File: src/rtl/timer_pkg.sv
`timescale 1ns/1ps
package timer_pkg;
  localparam int CNT_W         = 29;
  localparam int BUS_W         = 64;
  localparam int REG_W         = 32;
  localparam int IEN_BIT       = 31;
  localparam int RELOAD_BIT    = 30;
  localparam int PERIODIC_BIT  = 29;
  localparam int ROUTE_VLD_BIT = 31;

  typedef enum logic [1:0] {
    SEL_COUNT = 2'd0,
    SEL_LIMIT = 2'd1,
    SEL_CLEAR = 2'd2,
    SEL_ROUTE = 2'd3
  } reg_sel_e;
endpackage

File: src/rtl/tmr_rst_sync.sv
`timescale 1ns/1ps
module tmr_rst_sync (
  input  logic clk_i,
  input  logic rst_ni,
  output logic rst_no
);
  logic [1:0] sync_q;

  always_ff @(posedge clk_i or negedge rst_ni) begin
    if (!rst_ni) sync_q <= 2'b00;
    else         sync_q <= {sync_q[0], 1'b1};
  end

  assign rst_no = sync_q[1];
endmodule

File: src/rtl/tmr_prescaler.sv
`timescale 1ns/1ps
module tmr_prescaler #(
  parameter int DIV = 100,
  localparam int PW = (DIV > 1) ? $clog2(DIV) : 1
) (
  input  logic clk_i,
  input  logic rst_ni,
  output logic tick_o
);
  logic [PW-1:0] pcnt_q, pcnt_d;
  logic          wrap;

  assign wrap = (pcnt_q == PW'(DIV - 1));

  always_comb begin
    pcnt_d = wrap ? '0 : pcnt_q + PW'(1);
  end

  always_ff @(posedge clk_i or negedge rst_ni) begin
    if (!rst_ni) pcnt_q <= '0;
    else         pcnt_q <= pcnt_d;
  end

  assign tick_o = wrap;
endmodule

File: src/rtl/tmr_channel.sv
`timescale 1ns/1ps
module tmr_channel
  import timer_pkg::*;
#(
  parameter int TGT_W = 6
) (
  input  logic             clk_i,
  input  logic             rst_ni,
  input  logic             tick_i,
  input  logic             cnt_we_i,
  input  logic             lim_we_i,
  input  logic             clr_we_i,
  input  logic             route_we_i,
  input  logic [REG_W-1:0] wdata_i,
  output logic [CNT_W-1:0] cnt_o,
  output logic [REG_W-1:0] lim_o,
  output logic [REG_W-1:0] route_o,
  output logic             pend_o,
  output logic             irq_o,
  output logic [TGT_W-1:0] target_o
);
  logic [CNT_W-1:0] cnt_q, cnt_d;
  logic [REG_W-1:0] lim_q, lim_d;
  logic             pend_q, pend_d;
  logic             rvld_q, rvld_d;
  logic [TGT_W-1:0] tgt_q, tgt_d;
  logic             cnt_en, lim_en, pend_en, route_en;
  logic             reload_wr, at_match, match_evt;
  logic             unused_mid;

  assign unused_mid = ^wdata_i[REG_W-2:TGT_W];

  always_comb begin
    reload_wr = lim_we_i && wdata_i[RELOAD_BIT];
    at_match  = (cnt_q == lim_q[CNT_W-1:0]);
    match_evt = tick_i && at_match && !cnt_we_i && !reload_wr;

    cnt_en = reload_wr || cnt_we_i || tick_i;
    if (reload_wr)
      cnt_d = '0;
    else if (cnt_we_i)
      cnt_d = wdata_i[CNT_W-1:0];
    else if (at_match && lim_q[PERIODIC_BIT])
      cnt_d = '0;
    else
      cnt_d = cnt_q + CNT_W'(1);

    lim_en = lim_we_i;
    lim_d  = wdata_i;

    pend_en = clr_we_i || match_evt;
    pend_d  = match_evt && lim_q[IEN_BIT];
    if (!(match_evt && lim_q[IEN_BIT]) && !clr_we_i)
      pend_d = pend_q;
    if (match_evt && !lim_q[IEN_BIT] && !clr_we_i)
      pend_d = pend_q;

    route_en = route_we_i;
    rvld_d   = wdata_i[ROUTE_VLD_BIT];
    tgt_d    = wdata_i[TGT_W-1:0];
  end

  always_ff @(posedge clk_i or negedge rst_ni) begin
    if (!rst_ni) begin
      cnt_q  <= '0;
      lim_q  <= '0;
      pend_q <= 1'b0;
      rvld_q <= 1'b0;
      tgt_q  <= '0;
    end else begin
      if (cnt_en)   cnt_q  <= cnt_d;
      if (lim_en)   lim_q  <= lim_d;
      if (pend_en)  pend_q <= pend_d;
      if (route_en) begin
        rvld_q <= rvld_d;
        tgt_q  <= tgt_d;
      end
    end
  end

  always_comb begin
    route_o                = '0;
    route_o[ROUTE_VLD_BIT] = rvld_q;
    route_o[TGT_W-1:0]     = tgt_q;
  end

  assign cnt_o    = cnt_q;
  assign lim_o    = lim_q;
  assign pend_o   = pend_q;
  assign irq_o    = pend_q && rvld_q;
  assign target_o = tgt_q;
endmodule

File: src/rtl/dual_limit_timer.sv
`timescale 1ns/1ps
module dual_limit_timer
  import timer_pkg::*;
#(
  parameter  int NUM_TIMERS = 2,
  parameter  int CLK_PER_US = 100,
  parameter  int TGT_W      = 6,
  localparam int CH_W       = (NUM_TIMERS > 1) ? $clog2(NUM_TIMERS) : 1,
  localparam int ADDR_W     = CH_W + 2
) (
  input  logic                        clk_i,
  input  logic                        rst_ni,
  input  logic                        bus_we_i,
  input  logic [ADDR_W-1:0]           bus_addr_i,
  input  logic [BUS_W-1:0]            bus_wdata_i,
  output logic [BUS_W-1:0]            bus_rdata_o,
  output logic [NUM_TIMERS-1:0]       irq_o,
  output logic [NUM_TIMERS*TGT_W-1:0] irq_target_o
);
  logic                               rst_sync_n;
  logic                               tick_w;
  logic [NUM_TIMERS-1:0]              pend_w;
  logic [NUM_TIMERS-1:0][CNT_W-1:0]   cnt_w;
  logic [NUM_TIMERS-1:0][REG_W-1:0]   lim_w;
  logic [NUM_TIMERS-1:0][REG_W-1:0]   route_w;
  logic [CH_W-1:0]                    ch_sel;
  reg_sel_e                           reg_sel;
  logic                               unused_hi;

  assign unused_hi = ^bus_wdata_i[BUS_W-1:REG_W];
  assign ch_sel    = bus_addr_i[ADDR_W-1:2];
  assign reg_sel   = reg_sel_e'(bus_addr_i[1:0]);

  tmr_rst_sync u_rst (
    .clk_i  (clk_i),
    .rst_ni (rst_ni),
    .rst_no (rst_sync_n)
  );

  tmr_prescaler #(.DIV(CLK_PER_US)) u_pre (
    .clk_i  (clk_i),
    .rst_ni (rst_sync_n),
    .tick_o (tick_w)
  );

  for (genvar t = 0; t < NUM_TIMERS; t++) begin : g_ch
    logic hit;
    assign hit = bus_we_i && (ch_sel == CH_W'(t));

    tmr_channel #(.TGT_W(TGT_W)) u_ch (
      .clk_i      (clk_i),
      .rst_ni     (rst_sync_n),
      .tick_i     (tick_w),
      .cnt_we_i   (hit && (reg_sel == SEL_COUNT)),
      .lim_we_i   (hit && (reg_sel == SEL_LIMIT)),
      .clr_we_i   (hit && (reg_sel == SEL_CLEAR)),
      .route_we_i (hit && (reg_sel == SEL_ROUTE)),
      .wdata_i    (bus_wdata_i[REG_W-1:0]),
      .cnt_o      (cnt_w[t]),
      .lim_o      (lim_w[t]),
      .route_o    (route_w[t]),
      .pend_o     (pend_w[t]),
      .irq_o      (irq_o[t]),
      .target_o   (irq_target_o[t*TGT_W +: TGT_W])
    );
  end

  always_comb begin
    bus_rdata_o = '0;
    for (int t = 0; t < NUM_TIMERS; t++) begin
      if (ch_sel == CH_W'(t)) begin
        case (reg_sel)
          SEL_COUNT: bus_rdata_o = BUS_W'(cnt_w[t]);
          SEL_LIMIT: bus_rdata_o = BUS_W'(lim_w[t]);
          SEL_ROUTE: bus_rdata_o = BUS_W'(route_w[t]);
          default:   bus_rdata_o = '0;
        endcase
      end
    end
  end
endmodule

File: config.mk
export PLATFORM = sky130hd
export DESIGN_NAME = dual_limit_timer
export DESIGN_NICKNAME = d
export VERILOG_FILES = /design/src/rtl/timer_pkg.sv /design/src/rtl/tmr_rst_sync.sv /design/src/rtl/tmr_prescaler.sv /design/src/rtl/tmr_channel.sv /design/src/rtl/dual_limit_timer.sv
export SDC_FILE = /design/constraint.sdc
export NUM_CORES = 1
export LEC_CHECK = 0
export ABC_AREA = 1
export BUFFER_PORTS_ARGS = -buffer_cell sky130_fd_sc_hd__buf_4
export CAP_MARGIN = 20
export CORE_ASPECT_RATIO = 0.5
export CORE_MARGIN = 5
export CORE_UTILIZATION = 40
export DETAILED_ROUTE_END_ITERATION = 6
export GPL_ROUTABILITY_DRIVEN = 0
export PLACE_DENSITY_LB_ADDON = 0.08
export SKIP_CTS_REPAIR_TIMING = 1
export SLEW_MARGIN = 10
export SYNTH_ARGS = -nofsm -noshare
export SYNTH_HDL_FRONTEND = slang
export SYNTH_SLANG_ARGS = --single-unit
File: constraint.sdc
create_clock -name clk_i -period 4.4 [get_ports clk_i]
set_input_delay 0.44 -clock clk_i [delete_from_list [all_inputs] [get_ports clk_i]]
set_output_delay 0.44 -clock clk_i [all_outputs]
set_load 0.02 [all_outputs]
# [Word-level counts from Yosys, hierarchy flattened]
# Cells that the tools add are included.
[op_classes] add_sub_neg=3 shifts=0 magnitude_cmp=0 div_mod_pow=0 multipliers=0 reduce_logical=49 bitwise=5 mux=10 eq_ne=6
[op_table] operator="32-bit one-hot mux with 3 select lines" n=2
[op_table] operator="29-bit two-way mux" n=6
[op_table] operator="64-bit two-way mux" n=1
[op_table] operator="29-bit by 1-bit adder with 29-bit output (second input constant)" n=2
[op_table] operator="29-bit equality test" n=2
[op_table] operator="1-bit logical AND" n=30
[op_table] operator="1-bit logical NOT" n=10
[op_table] operator="7-bit by 1-bit adder with 7-bit output (second input constant)" n=1
[op_table] operator="7-bit equality test (second input constant)" n=1
[op_table] operator="7-bit two-way mux" n=1
[op_table] operator="1-bit logical OR" n=6
[op_table] operator="3-bit AND reduction" n=2
[op_table] operator="1-bit NOT" n=5
[op_table] operator="2-bit equality test (second input constant)" n=2
[op_table] operator="2-bit by 1-bit equality test with 1-bit output (second input constant)" n=1
[op_table] operator="2-bit logical NOT" n=1
[totals] mem_bits_ro=0 input_bits=70 reg_bits=147 elab_cells=85 ramBits=0 latchBits=0 out_inout_bits=78 memories=0

# [Logic depth before layout (Yosys ltp)]
[depth] ltp_word=11 mapped_depth=15 ltp_nobuf=13

# [Hierarchy]
# Synthesis repeated with hierarchy kept, for this count alone.
[hier_totals] cells_unflattened=1830 hier_area_um2=11567.3
[modules_own_cells] module="tmr_channel" cells_per_inst=673 instances=2 area_per_inst_um2=4528.1
[modules_own_cells] module="dual_limit_timer" cells_per_inst=439 instances=1 area_per_inst_um2=2095.8
[modules_own_cells] module="tmr_prescaler" cells_per_inst=42 instances=1 area_per_inst_um2=361.6
[modules_own_cells] module="tmr_rst_sync" cells_per_inst=3 instances=1 area_per_inst_um2=53.8

# [Least setup slack after synthesis]
# No wires, ideal clock.
[synth_path] kind="input-to-output" startpoint="in bus_addr_i[1]" endpoint="out bus_rdata_o[17]" t_arrival_ns=1.588 t_required_ns=3.960 path_buffers=2 setup_slack_ns=2.372 path_stages=5 path_cell_list="nor2_2 -> clkbuf_1 -> buf_2 -> nand2_1 -> a31oi_1"
[synth_via] elab_chain_cells=3 elab_cells_between_ends=6 classes_between="eq/ne: 2; mux: 3; reduce/logical: 1"
[synth_lines] element="start: declaration" line="dual_limit_timer.sv:14" source="input logic [ADDR_W-1:0] bus_addr_i,"
[synth_lines] element="2-bit equality test (tied with other cells)" line="dual_limit_timer.sv:72" source="case (reg_sel)"
[synth_lines] element="32-bit one-hot mux with 3 select lines" line="dual_limit_timer.sv:72"
[synth_lines] element="64-bit two-way mux (*)" line="dual_limit_timer.sv:71" source="if (ch_sel == CH_W'(t)) begin"
[synth_lines] element="end: declaration" line="dual_limit_timer.sv:16" source="output logic [BUS_W-1:0] bus_rdata_o,"
# Mark *: on every way between the ends. The rest lies on a longest branch, timed or not.

# [Worst setup path after layout]
[layout_path] startpoint="in bus_addr_i[1]" endpoint="reg g_ch[1].u_ch.cnt_q[6]"
[layout_via] elab_chain_cells=5 elab_cells_between_ends=9 classes_between="eq/ne: 1; mux: 2; reduce/logical: 6"
[layout_lines] element="2-bit by 1-bit equality test with 1-bit output" line="dual_limit_timer.sv:55" source=".lim_we_i (hit && (reg_sel == SEL_LIMIT)),"
[layout_lines] element="1-bit logical AND" line="dual_limit_timer.sv:55"
[layout_lines] element="1-bit logical AND" line="tmr_channel.sv:34" source="reload_wr = lim_we_i && wdata_i[RELOAD_BIT];"
[layout_lines] element="1-bit logical OR (2 in series)" line="tmr_channel.sv:38" source="cnt_en = reload_wr || cnt_we_i || tick_i;"
[layout_lines] element="end signal: assignment" line="tmr_channel.sv:71" source="if (cnt_en) cnt_q <= cnt_d;"
[layout_lines] element="end: declaration" line="tmr_channel.sv:22" source="logic [CNT_W-1:0] cnt_q, cnt_d;"
# Several ways; a longest one is shown, not always the timed one.
# A chain may end at the register's enable or synchronous reset.

==> results.py <==
metrics = {
    "sta": {
        "hold_ws_ns": 0.253,
        "period_share": 0.622,
        "max_freq_ghz": 0.365,
        "finClkSkew_ns": 0.00957,
        "setup_viol": 0,
        "hold_viol": 0,
        "slew_viol_final": 0,
        "tightestPinTransition_ns": 1.04,
        "grt_setup_unrepaired": "no",
        "fin_crit_ns": 2.74,
        "setup-tns-final_ns": 0,
        "slew_headroom": 0.308,
    },
    "floorplanning": {
        "ioPinCount": 148,
        "die_h_um": 121,
        "start_util": 0.410,
        "die_width_um": 233,
        "core_um2": 24200,
        "die_area_um2": 28300,
        "row_count": 40,
    },
    "worst_setup_path": {
        "crit_top_cell": "inv_2",
        "critPathSlowestCell": "nand2_2",
        "required_ns": 4.73,
        "ff2ff_setup_slack_ns": 1.67,
        "slowest_delay_ns": 0.72,
        "critical_path_class": "input port to flop",
        "timing.rr.end": "g_ch[1].u_ch.cnt_o[11]",
        "crit_chain": "buf_4, nor2_4, inv_2, nor2_2, inv_2, nand3_1, nand2_2, inv_2, nand2_1, nand2_1",
        "rr_worst_depth": 9,
        "r2r-start": "u_pre.pcnt_q[0]",
        "arrival_ns": 3.07,
        "worstPathMaxFanout": 31,
        "start_kind": "input port",
        "setup.worst_path.end_class": "flop",
    },
    "yosys": {
        "ys_ff_latch": 147,
        "synthCells": 1475,
        "syn_area_um2": 9930,
        "synth_seq_area_share": 0.371,
        "syn_area_per_cell_um2": 6.73,
        "synth_cell_types": 41,
        "ys_warn_count": 0,
    },
    "layout": {
        "regArea_um2": 3680,
        "diodes": 0,
        "fin_nets": 1581,
        "syn2layout_area_growth_pct": 13.3,
        "fill_cells": 2510,
        "drive_gt1_frac": 0.103,
        "multiInputGateArea_um2": 5220,
    },
    "place": {
        "dp_hpwl_um": 23300,
        "port_buffers": 83,
    },
    "clock_network": {
        "clk_pin_slew_ns": 0.06,
        "cts_buffer_depth": 2,
        "clock_latency_ns": 0.45,
        "cts_tree": "done",
        "numCtsBuffers": 17,
        "cts_sinks": 147,
        "h-tree-depth": 4,
        "cts-root-buf": "clkbuf_16",
    },
    "power_and_ir_drop": {
        "power.total_mw": 5.17,
        "powerDensity_nw_per_um2": 459,
        "peakVddDrop_mv": 0.178,
        "p_leak_nw": 5.70,
    },
    "min_path": {
        "hold_class": "input port to flop",
        "min_path_cells": 3,
        "worst_hold_path.endpoint": "g_ch[1].u_ch.target_o[4]",
        "hold_start": "bus_wdata_i[4]",
    },
    "run": {
        "cap_viol_max_count": 0,
    },
    "routing": {
        "viasPerCell": 5.20,
        "wl_per_cell_um": 17.5,
        "antenna_left": 0,
        "drc": 0,
        "drt_iter0_markers": 800,
        "drt_wl_total_um": 32500,
        "dr.pass1.iters": 5,
        "num_vias": 9664,
    },
    "global_routing": {
        "grt_first_pass_wirelength_um": 50500,
        "grt_pass1_vias": 8750,
        "grt_util_all_layers": 0.231,
        "antenna_found_initial": 0,
        "grt_max_degree": 82,
        "globalRouteOverflowTotal": 0,
    },
    "outcome": {
        "status": "finished clean",
    },
}
==> cells by family (layout without fill, tap and decap cells) <==
logic type | Yosys count | after routing | share of synthesized area
simple gates | 759 | 759 | 0.310
xor+xnor | 68 | 68 | 0.0600
flops | 147 | 147 | 0.371
other cells | 2 | 33 | 0.000756
fa+ha+maj | 3 | 3 | 0.00378
buf+inv | 253 | 268 | 0.116
compound gates | 243 | 243 | 0.139
==> worst max path at each step <==
stage,start,endpoint,slack [ns],depth (start not counted)
finish,bus_addr_i[1],g_ch[1].u_ch.cnt_o[6],1.66,10
global route,bus_addr_i[1],g_ch[1].u_ch.cnt_o[6],1.43,10
CTS,u_pre.pcnt_q[0],g_ch[1].u_ch.cnt_o[11],1.65,9
detailed placement,bus_addr_i[1],g_ch[1].u_ch.cnt_o[6],1.20,10
global placement,bus_addr_i[1],g_ch[1].u_ch.cnt_o[0],1.25,10
floorplan,u_rst.sync_q[1],g_ch[0].u_ch.cnt_o[0],0.001,0
==> cell type report <==
type / instances / area share
clock buffers: 22 / 0.0439
well taps: 336 / 0.0374
flip-flops and latches: 147 / 0.327
clock inverters: 10 / 0.0156
inverters: 143 / 0.0479
repair buffers: 93 / 0.0640
multi-input cells: 1106 / 0.464
==> critical path, delay by kind of cell <==
kind          cells  cell delay (ns)
buf+inv           4             1.00
simple gates      6             1.62
==> stage by stage <==
stage	cells	utilization	area, µm²	setup slack (ns)
detailed placement	1824	0.437	10600	1.20
global route	1857	0.465	11300	1.43
finish	1857	0.465	11300	1.66
floorplan	1506	-	10000	0.000954
global placement	1823	0.436	10600	1.25
CTS	1856	0.464	11200	1.65
==> routing by layer <==
| layer | share of wire | vias up | global-route usage | routed length [µm] |
|---|---|---|---|---|
| met5 | 0 | - | 0 | 0 |
| met4 | 0.018 | 0 | 0.0671 | 583 |
| met3 | 0.064 | 35 | 0.0388 | 2070 |
| met2 | 0.44 | 301 | 0.350 | 14300 |
| met1 | 0.48 | 4650 | 0.340 | 15600 |
| li1 | - | 4678 | - | - |
==> report_power, final <==
part | switching (mW) | internal [mW]
logic | 0.861 | 0.578
registers | 0.417 | 1.63
clock network | 0.606 | 1.08
==> cell usage in the layout (no fill, tap or decap), types with 3 or more instances in the layout <==
master / instances
nand2_2: 4
a32oi_1: 7
buf_4: 90
clkinv_2: 5
a21oi_2: 7
nor2_1: 88
bufinv_16: 5
nand3_1: 57
xnor2_1: 34
inv_1: 134
xor2_1: 34
o21ai_1: 11
clkbuf_16: 17
nor2_4: 4
nand4_1: 15
nand2_1: 559
nor3_1: 21
dfrtp_1: 146
ha_1: 3
o221ai_1: 4
inv_2: 7
o21ai_0: 106
a221oi_1: 20
conb_1: 33
a21oi_1: 77
clkbuf_8: 5
a31oi_1: 6
nor2_2: 3
==> cells in the mapped netlist <==
cell type  count  area (µm²)
ha_1           3        37.5
and2_1         1        6.26
xnor2_1       34         298
a21oi_2        7        61.3
clkinv_1       1        3.75
buf_4         36         270
clkbuf_2       9        45.0
o21ai_0      106         531
nor2_4         3        33.8
conb_1         2        7.51
a221oi_1      20         175
nand3_4        1        17.5
inv_4          1        6.26
dfrtp_1      147        3680
or2_2          1        6.26
a32oi_1        7        61.3
xor2_1        34         298
nor2_8         1        20.0
buf_1          7        26.3
o22ai_1        1        6.26
buf_6          3        33.8
o21ai_1       11        55.1
a21oi_1       77         385
nand4_1       15        93.8
nand3_1       57         285
and3_1         2        12.5
nor3_1        21         105
o211ai_1       1        7.51
o21bai_1       1        7.51
a31oi_1        6        37.5
a21o_1         2        15.0
inv_1        134         503
clkbuf_1      30         113
nand2_1      559        2100
o221ai_1       4        35.0
nor2_2         3        18.8
nand2_2        4        25.0
nand2_4        2        22.5
inv_2          7        26.3
buf_2         25         125
nor2_1        89         334
==> registers in the layout, indices dropped and copies added, names as in the netlist <==
name	cells
g_ch.u_ch.pend_o	2
g_ch.u_ch.lim_o	64
u_pre.pcnt_q	7
u_rst.sync_q	2
g_ch.u_ch.target_o	12
g_ch.u_ch.cnt_o	58
g_ch.u_ch.rvld_q	2
(Power assumes the default switching activity.)
